File: src/rtl/uart_csr_pkg.sv
package uart_csr_pkg;

  // Register byte offsets
  localparam int unsigned OFF_RXB  = 0;
  localparam int unsigned OFF_TXH  = 4;
  localparam int unsigned OFF_CTL  = 8;
  localparam int unsigned OFF_STS  = 12;
  localparam int unsigned OFF_BAUD = 16;

  // Control word bit positions
  localparam int unsigned CB_SRST = 31;
  localparam int unsigned CB_TXFR = 15;
  localparam int unsigned CB_RXFR = 14;
  localparam int unsigned CB_BRK  = 11;
  localparam int unsigned CB_TXIE = 5;
  localparam int unsigned CB_RXIE = 4;

  // Status word bit positions
  localparam int unsigned SB_TXEMP  = 13;
  localparam int unsigned SB_TXFULL = 11;
  localparam int unsigned SB_IDLE   = 6;
  localparam int unsigned SB_TXRDY  = 5;
  localparam int unsigned SB_RXRDY  = 4;

  localparam logic [31:0] CTL_MASK = (32'h1 << CB_SRST) | (32'h1 << CB_TXFR) |
                                     (32'h1 << CB_RXFR) | (32'h1 << CB_BRK)  |
                                     (32'h1 << CB_TXIE) | (32'h1 << CB_RXIE) |
                                     32'h0000_000F;

  typedef enum logic [2:0] {
    SEL_NONE,
    SEL_RXB,
    SEL_TXH,
    SEL_CTL,
    SEL_STS,
    SEL_BAUD
  } reg_sel_e;

endpackage

File: src/rtl/uart_csr_decode.sv
module uart_csr_decode
  import uart_csr_pkg::*;
#(
  parameter int unsigned ADDR_W = 5
) (
  input  logic [ADDR_W-1:0] addr,
  output reg_sel_e          sel
);

  always_comb begin
    if      (addr == ADDR_W'(OFF_RXB))  sel = SEL_RXB;
    else if (addr == ADDR_W'(OFF_TXH))  sel = SEL_TXH;
    else if (addr == ADDR_W'(OFF_CTL))  sel = SEL_CTL;
    else if (addr == ADDR_W'(OFF_STS))  sel = SEL_STS;
    else if (addr == ADDR_W'(OFF_BAUD)) sel = SEL_BAUD;
    else                                sel = SEL_NONE;
  end

endmodule

File: src/rtl/uart_csr_errlatch.sv
module uart_csr_errlatch #(
  parameter int unsigned ERR_N = 4
) (
  input  logic             clk,
  input  logic             rst_n,
  input  logic [ERR_N-1:0] ev,
  input  logic [ERR_N-1:0] clr,
  output logic [ERR_N-1:0] q
);

  for (genvar i = 0; i < ERR_N; i++) begin : g_bit
    always_ff @(posedge clk or negedge rst_n) begin
      if (!rst_n)     q[i] <= 1'b0;
      else if (ev[i]) q[i] <= 1'b1;
      else if (clr[i]) q[i] <= 1'b0;
    end


    err_set_chk: assert property (@(posedge clk) disable iff (!rst_n)
      ev[i] |=> q[i]);


    err_clr_chk: assert property (@(posedge clk) disable iff (!rst_n)
      (clr[i] && !ev[i]) |=> !q[i]);
  end

endmodule

File: src/rtl/uart_csr_irq.sv
module uart_csr_irq #(
  parameter int unsigned ERR_N = 4
) (
  input  logic [ERR_N-1:0] err_q,
  input  logic [ERR_N-1:0] err_en,
  input  logic             rx_avail,
  input  logic             rx_en,
  input  logic             tx_room,
  input  logic             tx_en,
  output logic             irq_rx,
  output logic             irq_tx
);

  always_comb begin
    irq_rx = (rx_avail & rx_en) | (|(err_q & err_en));
    irq_tx = tx_room & tx_en;
  end

endmodule

File: src/rtl/uart_csr.sv
module uart_csr
  import uart_csr_pkg::*;
#(
  parameter int unsigned ADDR_W = 5,
  parameter int unsigned DATA_W = 32,
  parameter int unsigned DIV_W  = 10,
  parameter int unsigned ERR_N  = 4
) (
  input  logic              clk,
  input  logic              rst_n,
  input  logic [ADDR_W-1:0] bus_addr,
  input  logic              bus_wr,
  input  logic              bus_rd,
  input  logic [DATA_W-1:0] bus_wdata,
  output logic [DATA_W-1:0] bus_rdata,
  output logic              tx_valid,
  output logic [7:0]        tx_data,
  input  logic              tx_ready,
  input  logic              rx_valid,
  input  logic [7:0]        rx_data,
  output logic              rx_ready,
  input  logic              tx_fifo_empty,
  input  logic              tx_idle,
  input  logic [ERR_N-1:0]  err_event,
  output logic              soft_rst,
  output logic              txf_rst,
  output logic              rxf_rst,
  output logic              send_break,
  output logic [DIV_W-1:0]  baud_div,
  output logic              irq_rx,
  output logic              irq_tx
);

  localparam logic [DATA_W-1:0] CTL_KEEP = DATA_W'(CTL_MASK);

  reg_sel_e          sel;
  logic [DATA_W-1:0] ctl_q;
  logic [DATA_W-1:0] baud_q;
  logic [ERR_N-1:0]  err_q;
  logic [ERR_N-1:0]  err_clr;
  logic [DATA_W-1:0] sts_word;

  uart_csr_decode #(.ADDR_W(ADDR_W)) u_dec (
    .addr (bus_addr),
    .sel  (sel)
  );

  always_ff @(posedge clk or negedge rst_n) begin
    if (!rst_n) begin
      ctl_q  <= '0;
      baud_q <= '0;
    end else if (bus_wr) begin
      if (sel == SEL_CTL)  ctl_q  <= bus_wdata & CTL_KEEP;
      if (sel == SEL_BAUD) baud_q <= bus_wdata;
    end
  end

  assign err_clr = (bus_wr && sel == SEL_STS) ? bus_wdata[ERR_N-1:0] : '0;

  uart_csr_errlatch #(.ERR_N(ERR_N)) u_err (
    .clk   (clk),
    .rst_n (rst_n),
    .ev    (err_event),
    .clr   (err_clr),
    .q     (err_q)
  );

  uart_csr_irq #(.ERR_N(ERR_N)) u_irq (
    .err_q    (err_q),
    .err_en   (ctl_q[ERR_N-1:0]),
    .rx_avail (rx_valid),
    .rx_en    (ctl_q[CB_RXIE]),
    .tx_room  (tx_ready),
    .tx_en    (ctl_q[CB_TXIE]),
    .irq_rx   (irq_rx),
    .irq_tx   (irq_tx)
  );

  always_comb begin
    sts_word              = '0;
    sts_word[SB_TXEMP]    = tx_fifo_empty;
    sts_word[SB_TXFULL]   = ~tx_ready;
    sts_word[SB_IDLE]     = tx_idle;
    sts_word[SB_TXRDY]    = tx_ready;
    sts_word[SB_RXRDY]    = rx_valid;
    sts_word[ERR_N-1:0]   = err_q;
  end

  always_comb begin
    unique case (sel)
      SEL_RXB:  bus_rdata = rx_valid ? DATA_W'(rx_data) : '0;
      SEL_CTL:  bus_rdata = ctl_q;
      SEL_STS:  bus_rdata = sts_word;
      SEL_BAUD: bus_rdata = baud_q;
      default:  bus_rdata = '0;
    endcase
  end

  assign tx_valid   = bus_wr && sel == SEL_TXH && tx_ready;
  assign tx_data    = bus_wdata[7:0];
  assign rx_ready   = bus_rd && sel == SEL_RXB && rx_valid;
  assign soft_rst   = ctl_q[CB_SRST];
  assign txf_rst    = ctl_q[CB_TXFR];
  assign rxf_rst    = ctl_q[CB_RXFR];
  assign send_break = ctl_q[CB_BRK];
  assign baud_div   = baud_q[DIV_W-1:0];


  ctl_strobe_chk: assert property (@(posedge clk) disable iff (!rst_n)
    (bus_wr && bus_addr == ADDR_W'(OFF_CTL)) |=>
      (soft_rst == $past(bus_wdata[CB_SRST]) && send_break == $past(bus_wdata[CB_BRK]) &&
       txf_rst == $past(bus_wdata[CB_TXFR]) && rxf_rst == $past(bus_wdata[CB_RXFR])));


  baud_load_chk: assert property (@(posedge clk) disable iff (!rst_n)
    (bus_wr && bus_addr == ADDR_W'(OFF_BAUD)) |=> (baud_div == $past(bus_wdata[DIV_W-1:0])));


  rx_read_chk: assert property (@(posedge clk) disable iff (!rst_n)
    rx_ready |-> (bus_rdata == DATA_W'(rx_data)));

endmodule

File: config.mk
export PLATFORM = sky130hd
export DESIGN_NAME = uart_csr
export DESIGN_NICKNAME = d
export VERILOG_FILES = /design/src/rtl/uart_csr_pkg.sv /design/src/rtl/uart_csr_decode.sv /design/src/rtl/uart_csr_errlatch.sv /design/src/rtl/uart_csr_irq.sv /design/src/rtl/uart_csr.sv
export SDC_FILE = /design/constraint.sdc
export NUM_CORES = 1
export LEC_CHECK = 0
export BUFFER_PORTS_ARGS = -buffer_cell sky130_fd_sc_hd__buf_2
export CORE_AREA = 3 3 62 106
export DETAILED_ROUTE_END_ITERATION = 10
export DIE_AREA = 0 0 65 109
export GPL_ROUTABILITY_DRIVEN = 0
export PLACE_DENSITY = 0.82
export SKIP_CTS_REPAIR_TIMING = 1
export SLEW_MARGIN = 15
export SYNTH_ARGS = -nofsm -noshare
export SYNTH_HDL_FRONTEND = slang
export SYNTH_SLANG_ARGS = --single-unit
File: constraint.sdc
create_clock -name clk -period 3.15 [get_ports clk]
set_clock_uncertainty 0.05 [all_clocks]
set_input_delay 0.1575 -clock clk [delete_from_list [all_inputs] [get_ports clk]]
set_output_delay 0.1575 -clock clk [all_outputs]
set_load 0.02 [all_outputs]
==> results.md, run 1 <==
Run status:
- The run finished, with violations left.
- The final reports fail on negative hold slack.

Clock network:
- The number of H-tree levels is 2.
- The clock buffer count from CTS is 5.
- TritonCTS built the clock tree.
- Clock tree synthesis selected as its root buffer the cell clkbuf_8.
- The buffer levels on the longest clock path is 2.
- The insertion delay of the later-clocked pin in the worst-skew pair is 0.29 ns.
- The number of sinks on the clock net is 46.
- The clock slew seen by the registers of the worst setup and hold paths is 0.08 ns.

Worst setup path:
- The type of element capturing the critical path is an output port.
- The worst reg2reg path endpoint is baud_q[2].
- The category of the worst setup path launch point is an input port.
- The source of the critical timing path is bus_addr[4].
- The worst setup path endpoint is bus_rdata[1].
- The setup slack on the worst flop-to-flop path is 2.30 ns.
- The setup path with the least slack is of type in -> out.
- The maximum fanout encountered on the critical timing path is 10.
- The arrival time reported for the critical path endpoint is 1.67 ns.
- The path depth of the worst reg2reg path is 1.
- The critical path required time is 2.94 ns.
- The launch point of the worst reg-to-reg path is baud_q[2].

Floorplan:
- The floorplan has 36 rows.
- The core area is 0.00572 mm^2.
- The initial cell density of the core is 0.449.
- Measured along the x axis, the die boundary spans 65 um.
- The number of I/O pins is 115.
- The full die area is 0.00709 mm^2.
- The die is 109 um tall.

Logic synthesis:
- The synthesized flop and latch total is 46.
- The total of warnings raised by yosys is 0.
- The number of nets in the synthesized netlist is 269.
- Synthesis produced a netlist whose cell count is 212.
- For this run, the register share of the synthesized area comes to 0.449.
- The cell area after technology mapping is 0.00257 mm^2.
- Counting distinct cell types in the post-synthesis netlist gives 36.
- Counting flops with a built-in enable in the synthesized netlist gives 0.
- The prevailing post-synth register cell is dfrtp_1.
- Dividing the synthesized area by the synthesized cell count gives 12.1 um^2.
- The proportion of register bits with asynchronous set or reset after synthesis is 1.00.

Cells and area:
- In the layout the commonest cells are buf_2, dfrtp_1, mux2_4, nand3_1, and3_1.
- Leaving out fill and tap cells, the most frequent cell in the layout is buf_2.
- 0 antenna diodes ended up in the layout.
- The number of fill cells is 509.
- The area added between synthesis and finish is 23.0%.
- In the final layout, the share of cells above drive strength 1 is 0.558.
- The multi-input combinational cell area is 0.00119 mm^2.
- After routing the design area is 0.00316 mm^2.
- The count of nets after finishing is 364.
- The utilization after layout is 0.552.
- Registers take 0.00115 mm^2.

Timing:
- Of the available clock period, the critical path in the final layout requires 0.596.
- The setup-violating endpoint count in the final report is 0.
- The worst slew slack as a fraction of its limit is 0.316.
- The setup TNS is 0 ns.
- At the pin with the least slew margin, the transition time is 1.03 ns.
- The highest attainable clock frequency is 532 MHz.
- The count of final hold-check violations is 25.
- The final-report max-slew violation count came to 0.
- On the final layout, the worst hold slack is -0.0204 ns.
- For the finished layout, the period the worst path requires is 1.88 ns.
- Setup repair after global routing left no endpoint under its margin.

Drt:
- The count of nets left with antenna violations once routing finished came out at 0.
- The detailed router finished its first iteration with 120 violations.
- In the final routed layout, each cell accounts on average for 17.1 um.
- Detailed routing inserted a total of 2,062 vias.
- The final layout contains routed wiring with a total length of 6.58 mm.
- The number of remaining DRC errors is 0.
- The first TritonRoute pass finished after 4 iterations.
- Using the TritonRoute via totals, the vias-per-cell ratio works out to 5.37.

Power and ir drop:
- The worst IR drop on VDD is 369 uV.
- The power density over the cells is 481 mW/mm^2.
- The analysis attributes to cell leakage a power of 0.00176 uW.

Global route:
- The number of global-route vias before repair is 2,071.
- The wire length of the first global-routing pass is 10.2 mm.
- Summed over all layers, the global routing overflow is 0.
- The pin count of the biggest net entering global routing is 47.
- The initial antenna violation count is 0.
- For this run, the total global-route usage over all layers was measured as 0.189.

Place:
- After detailed placement, the total cell area comes to 0.00303 mm^2.
- The total half-perimeter wirelength after legalization and detailed placement is 4.62 mm.
- In this run the tool buffered the top-level ports with 114 buffer cells.

Hold path:
- The path class of the tightest hold or removal check is in -> async.

Run:
- Max-cap violations in this run came to 0.
## routing by layer
layer / part of all wire / global-route usage / vias to the layer above
met2: 0.51 / 0.324 / 94
met3: 0.057 / 0.0289 / 18
li1: - / - / 952
met1: 0.40 / 0.225 / 998
met5: 0 / 0 / -
met4: 0.036 / 0.101 / 0
## how the worst min path moves through the flow
stage | depth (start not counted) | slack (ns) | start | endpoint
after floorplan | 0 | -0.19 | rst_n | baud_q[0]
after global placement | 2 | 0.29 | err_event[2] | u_err.q[2]
after detailed placement | 2 | 0.29 | err_event[2] | u_err.q[2]
after CTS | 2 | -0.03 | err_event[2] | u_err.q[2]
after global routing | 2 | 0.01 | err_event[1] | u_err.q[1]
final | 1 | -0.02 | rst_n | baud_q[24]
## power by group
part / internal [uW] / switching (uW) / total [uW]
combinational: 201 / 181 / 382
clock: 177 / 195 / 372
sequential: 696 / 66.9 / 763
total: 1070 / 443 / 1520
## through the flow
stage,total power (uW),hold WS (ns),std cells,setup slack [ns]
floorplan,1050,-0.188,212,1.56
global placement,1140,0.287,373,1.18
detailed placement,1150,0.292,373,1.14
CTS,1530,-0.0275,381,1.28
global route,1600,0.0112,384,1.17
finish,1520,-0.0204,384,1.27
## cell families after synthesis
group / after synthesis / synth area share
muxes: 42 / 0.228
and+or+nand+nor: 75 / 0.186
buffers and inverters: 33 / 0.0868
AOI/OAI and AO/OA: 16 / 0.0507
DFF: 46 / 0.449
## cell usage after synthesis, drive strengths merged, types with 2 or more instances
cell / number / area (um^2)
dfrtp: 46 / 1150
nand2: 2 / 7.51
buf: 25 / 191
nand4: 9 / 56.3
nor2: 2 / 7.51
clkbuf: 6 / 23.8
a21o: 4 / 30.0
inv: 2 / 7.51
and3: 20 / 125
and2: 4 / 25.0
nor2b: 2 / 12.5
nand3: 28 / 158
a22o: 3 / 26.3
mux2: 42 / 586
a32oi: 2 / 17.5
nor3b: 2 / 26.3
nor3: 2 / 21.3
## state kept, by name (all words and copies together) (netlist names)
| register | count |
|---|---|
| u_err.q | 4 |
| ctl_q | 10 |
| baud_q | 32 |
## cell type report
type / instances / area share
clock buffer: 7 / 0.0274
inverter: 2 / 0.00238
multi-input combinational: 133 / 0.379
clock inverter: 1 / 0.00159
sequential: 46 / 0.365
tap: 76 / 0.0301
timing repair buffer: 119 / 0.195
## critical path: stages
cell,delay (ns)
buf_2,0.15
nor4b_2,0.84
nand3_1,0.17
nand4_1,0.16
buf_2,0.18
No activity file was read; power rests on OpenSTA's default activity.
==> run 2: changes to the inputs <==
==> constraint.sdc (replaced) <==
create_clock -name clk -period 1.9 [get_ports clk]
set_clock_uncertainty 0.05 [all_clocks]
set_input_delay 0.095 -clock clk [delete_from_list [all_inputs] [get_ports clk]]
set_output_delay 0.095 -clock clk [all_outputs]
set_load 0.02 [all_outputs]
==> run 2 against run 1 <==
Compared with the run above:
- the flow still finishes with violations (negative hold slack)
- global-route usage grew 0.26 points
- power grew 74%
- clock-buffer cell count grew 1
- design area grew 10%
- clock power grew 83%
- sequential share of layout area shrank 3.4 points
- critical path depth grew 1
- sequential power grew 66%
- non-clock buffer count grew 33
- flip-flop and latch count is the same
- die area is the same
- final cell count grew 8.6%
- highest routed layer unchanged
==> results.md, run 2 (same netlist as run 1, synthesis figures left out) <==
Timing:
- For the pin with the worst max-slew slack, the measured transition is 0.601 ns.
- The highest attainable clock frequency is 642 MHz.
- Setup repair after global routing left no endpoint under its margin.
- The worst slew slack as a fraction of its limit is 0.599.
- The tightest hold margin is -0.000956 ns.
- The final-report max-slew violation count is 0.
- The setup-violating endpoint count in the final report is 0.
- For the final routed database, the setup TNS stands at 0 ns.
- Dividing the final minimum period by the clock period gives 0.820.
- The count of final hold-check violations came to 1.
- The worst path in the final design needs a cycle of 1.56 ns, including I/O delays and setup.

Drt:
- The aggregate routed wire length is 7.16 mm.
- The via-per-instance ratio is 5.22.
- The number of design-rule violations left by the first detailed-router iteration is 85.
- In the routed design, unresolved DRC markers number 0.
- The via total after detailed routing is 2,176.
- The iteration count of the initial detailed-routing pass is 4.
- The routed wirelength normalized by instance count is 17.2 um.
- The count of nets left with antenna violations once routing finished came out at 0.

Worst setup path:
- The critical path required time is 1.75 ns.
- The category of the most critical setup path is in -> out.
- The worst setup path is launched from an input port.
- Measured in cells, the most critical reg-to-reg path has a length of 1.
- For the worst setup path, the data arrival time is 1.41 ns.
- The setup slack on the worst flop-to-flop path is 1.06 ns.
- Along the worst path, the maximum fanout reaches 20.
- The type of element capturing the critical path is an output port.

Cells and area:
- The top cell types in the final layout, fill and taps aside, are buf_2, dfrtp_1, mux2_4, dlygate4sd3_1, nand3_1.
- The area of all sequential standard cells is 0.00115 mm^2.
- The largest registers in the layout are baud_q: 32 flops, ctl_q: 10 flops, u_err.q: 4 flops.
- In the final layout, the multi-input gates occupy 0.00119 mm^2.
- After routing the design area is 0.00348 mm^2.
- Counting flops per register, the top entry is baud_q.
- The layout has 486 filler cells.
- The area added between synthesis and finish is 35.8%.
- The fraction of final layout cells with drive strength greater than 1 is 0.531.
- The register with the most flip-flops in the layout has 32 of them.
- The total inserted antenna cells is 0.
- Measured on the finished design, the core utilization comes to 0.609.
- Leaving out fill and tap cells, the most frequent cell in the layout is buf_2.
- The count of nets after finishing is 397.

Clock network:
- TritonCTS built the clock tree.
- Clock latency on the worst-skew pair, taken at its later pin, is 0.29 ns.
- The buffer levels on the longest clock path is 2.
- The number of sinks on the clock net is 46.
- The clock slew seen by the registers of the worst setup and hold paths is 0.08 ns.
- The root cell of the clock tree is clkbuf_8.
- Buffers inserted during clock tree synthesis total 5.
- The number of H-tree levels is 2.

Power and ir drop:
- In this run the power density over the cells is 757 mW/mm^2.
- The static leakage is 0.00191 uW.
- The overall power after layout is 2640 uW.
- Across the VDD grid, the largest voltage drop is 421 uV.

Global route:
- The first global-routing pass estimated 10.4 mm of wire.
- The met3 usage is 0.0423.
- In the global route stage, overall resource usage came out at 0.192.
- The initial antenna violation count is 0.
- The number of global-route vias before repair was 2,154.
- After global routing, the most crowded layer is met2.
- Entering global routing, the biggest net connects 28 pins.
- For this run, global-route usage on met1 was measured as 0.217.
- Summed over all layers, the global routing overflow is 0.
- The met2 capacity usage during global routing is 0.337.

Floorplan:
- The die covers 0.00709 mm^2.
- 115 I/O pins were placed.
- For this configuration, the core starts out at a cell density of 0.449.
- In this run the core area contains 36 standard-cell rows.
- The region available for standard cell placement spans 0.00572 mm^2.
- Measured along the y axis, the die boundary spans 109 um.
- In this run the horizontal extent of the chip is 65 um.

Hold path:
- In this run the worst hold path is classified as in -> reg.
- The hold path depth is 2.

Place:
- The total half-perimeter wirelength after legalization and detailed placement is 5.09 mm.
- In this run the tool buffered the top-level ports with 114 buffer cells.
- Once placement finished, the instance area stood at 0.00309 mm^2.

Run:
- The number of max-capacitance violations reported is 0.

Run status:
- The checks that failed: negative hold slack.
- The run finished, with violations left.
## run 2: cell count changes in the layout (fill, tap and decap cells not counted)
cell,previous run,this run
buf_4,2,10
clkbuf_1,1,0
clkbuf_8,6,8
clkinv_2,1,0
dlygate4sd3_1,3,28
## run 2: critical path, stage by stage
cell and delay (ns):
buf_2 0.16, nor2_2 0.38, buf_4 0.31, nand3_1 0.11
a31oi_1 0.17, buf_2 0.19
## run 2: per-layer routing
metal  share of wire  vias up  wire length (um)
li1                -     1013                 -
met1            0.37     1048              2680
met2            0.53       93              3830
met3           0.058       22               415
met4           0.032        0               231
met5               0        -                 0
## run 2: final cells by class
type,count,share of cell area
Multi-Input combinational cell,133,0.343
Inverter,2,0.00215
Clock buffer,8,0.0316
Timing Repair Buffer,152,0.266
Tap cell,76,0.0273
Sequential cell,46,0.330
## run 2: stage by stage
| stage | setup slack (ns) | std cells | hold slack, ns |
|---|---|---|---|
| 6_report | 0.343 | 417 | -0.000956 |
| 4_1_cts | 0.366 | 389 | -0.240 |
| 2_1_floorplan | 0.431 | 212 | -0.251 |
| 3_5_place_dp | 0.317 | 381 | 0.0870 |
| 5_1_grt | 0.206 | 417 | 0.000355 |
| 3_3_place_gp | 0.355 | 381 | 0.0788 |
## run 2: where the power goes
part	total [uW]	internal (uW)	leakage, uW	switching [uW]
sequential	1270	1150	0.000572	120
clock	680	367	0.0000575	313
combinational	684	374	0.00128	310
## run 2: final timing paths
check                               from            end
max                          bus_addr[1]  bus_rdata[11]
min                        bus_wdata[31]     baud_q[31]
max reg2reg                    baud_q[2]      baud_q[2]
min reg2reg                   baud_q[30]     baud_q[30]
max in group asynchronous          rst_n     baud_q[21]
min in group asynchronous          rst_n      baud_q[8]
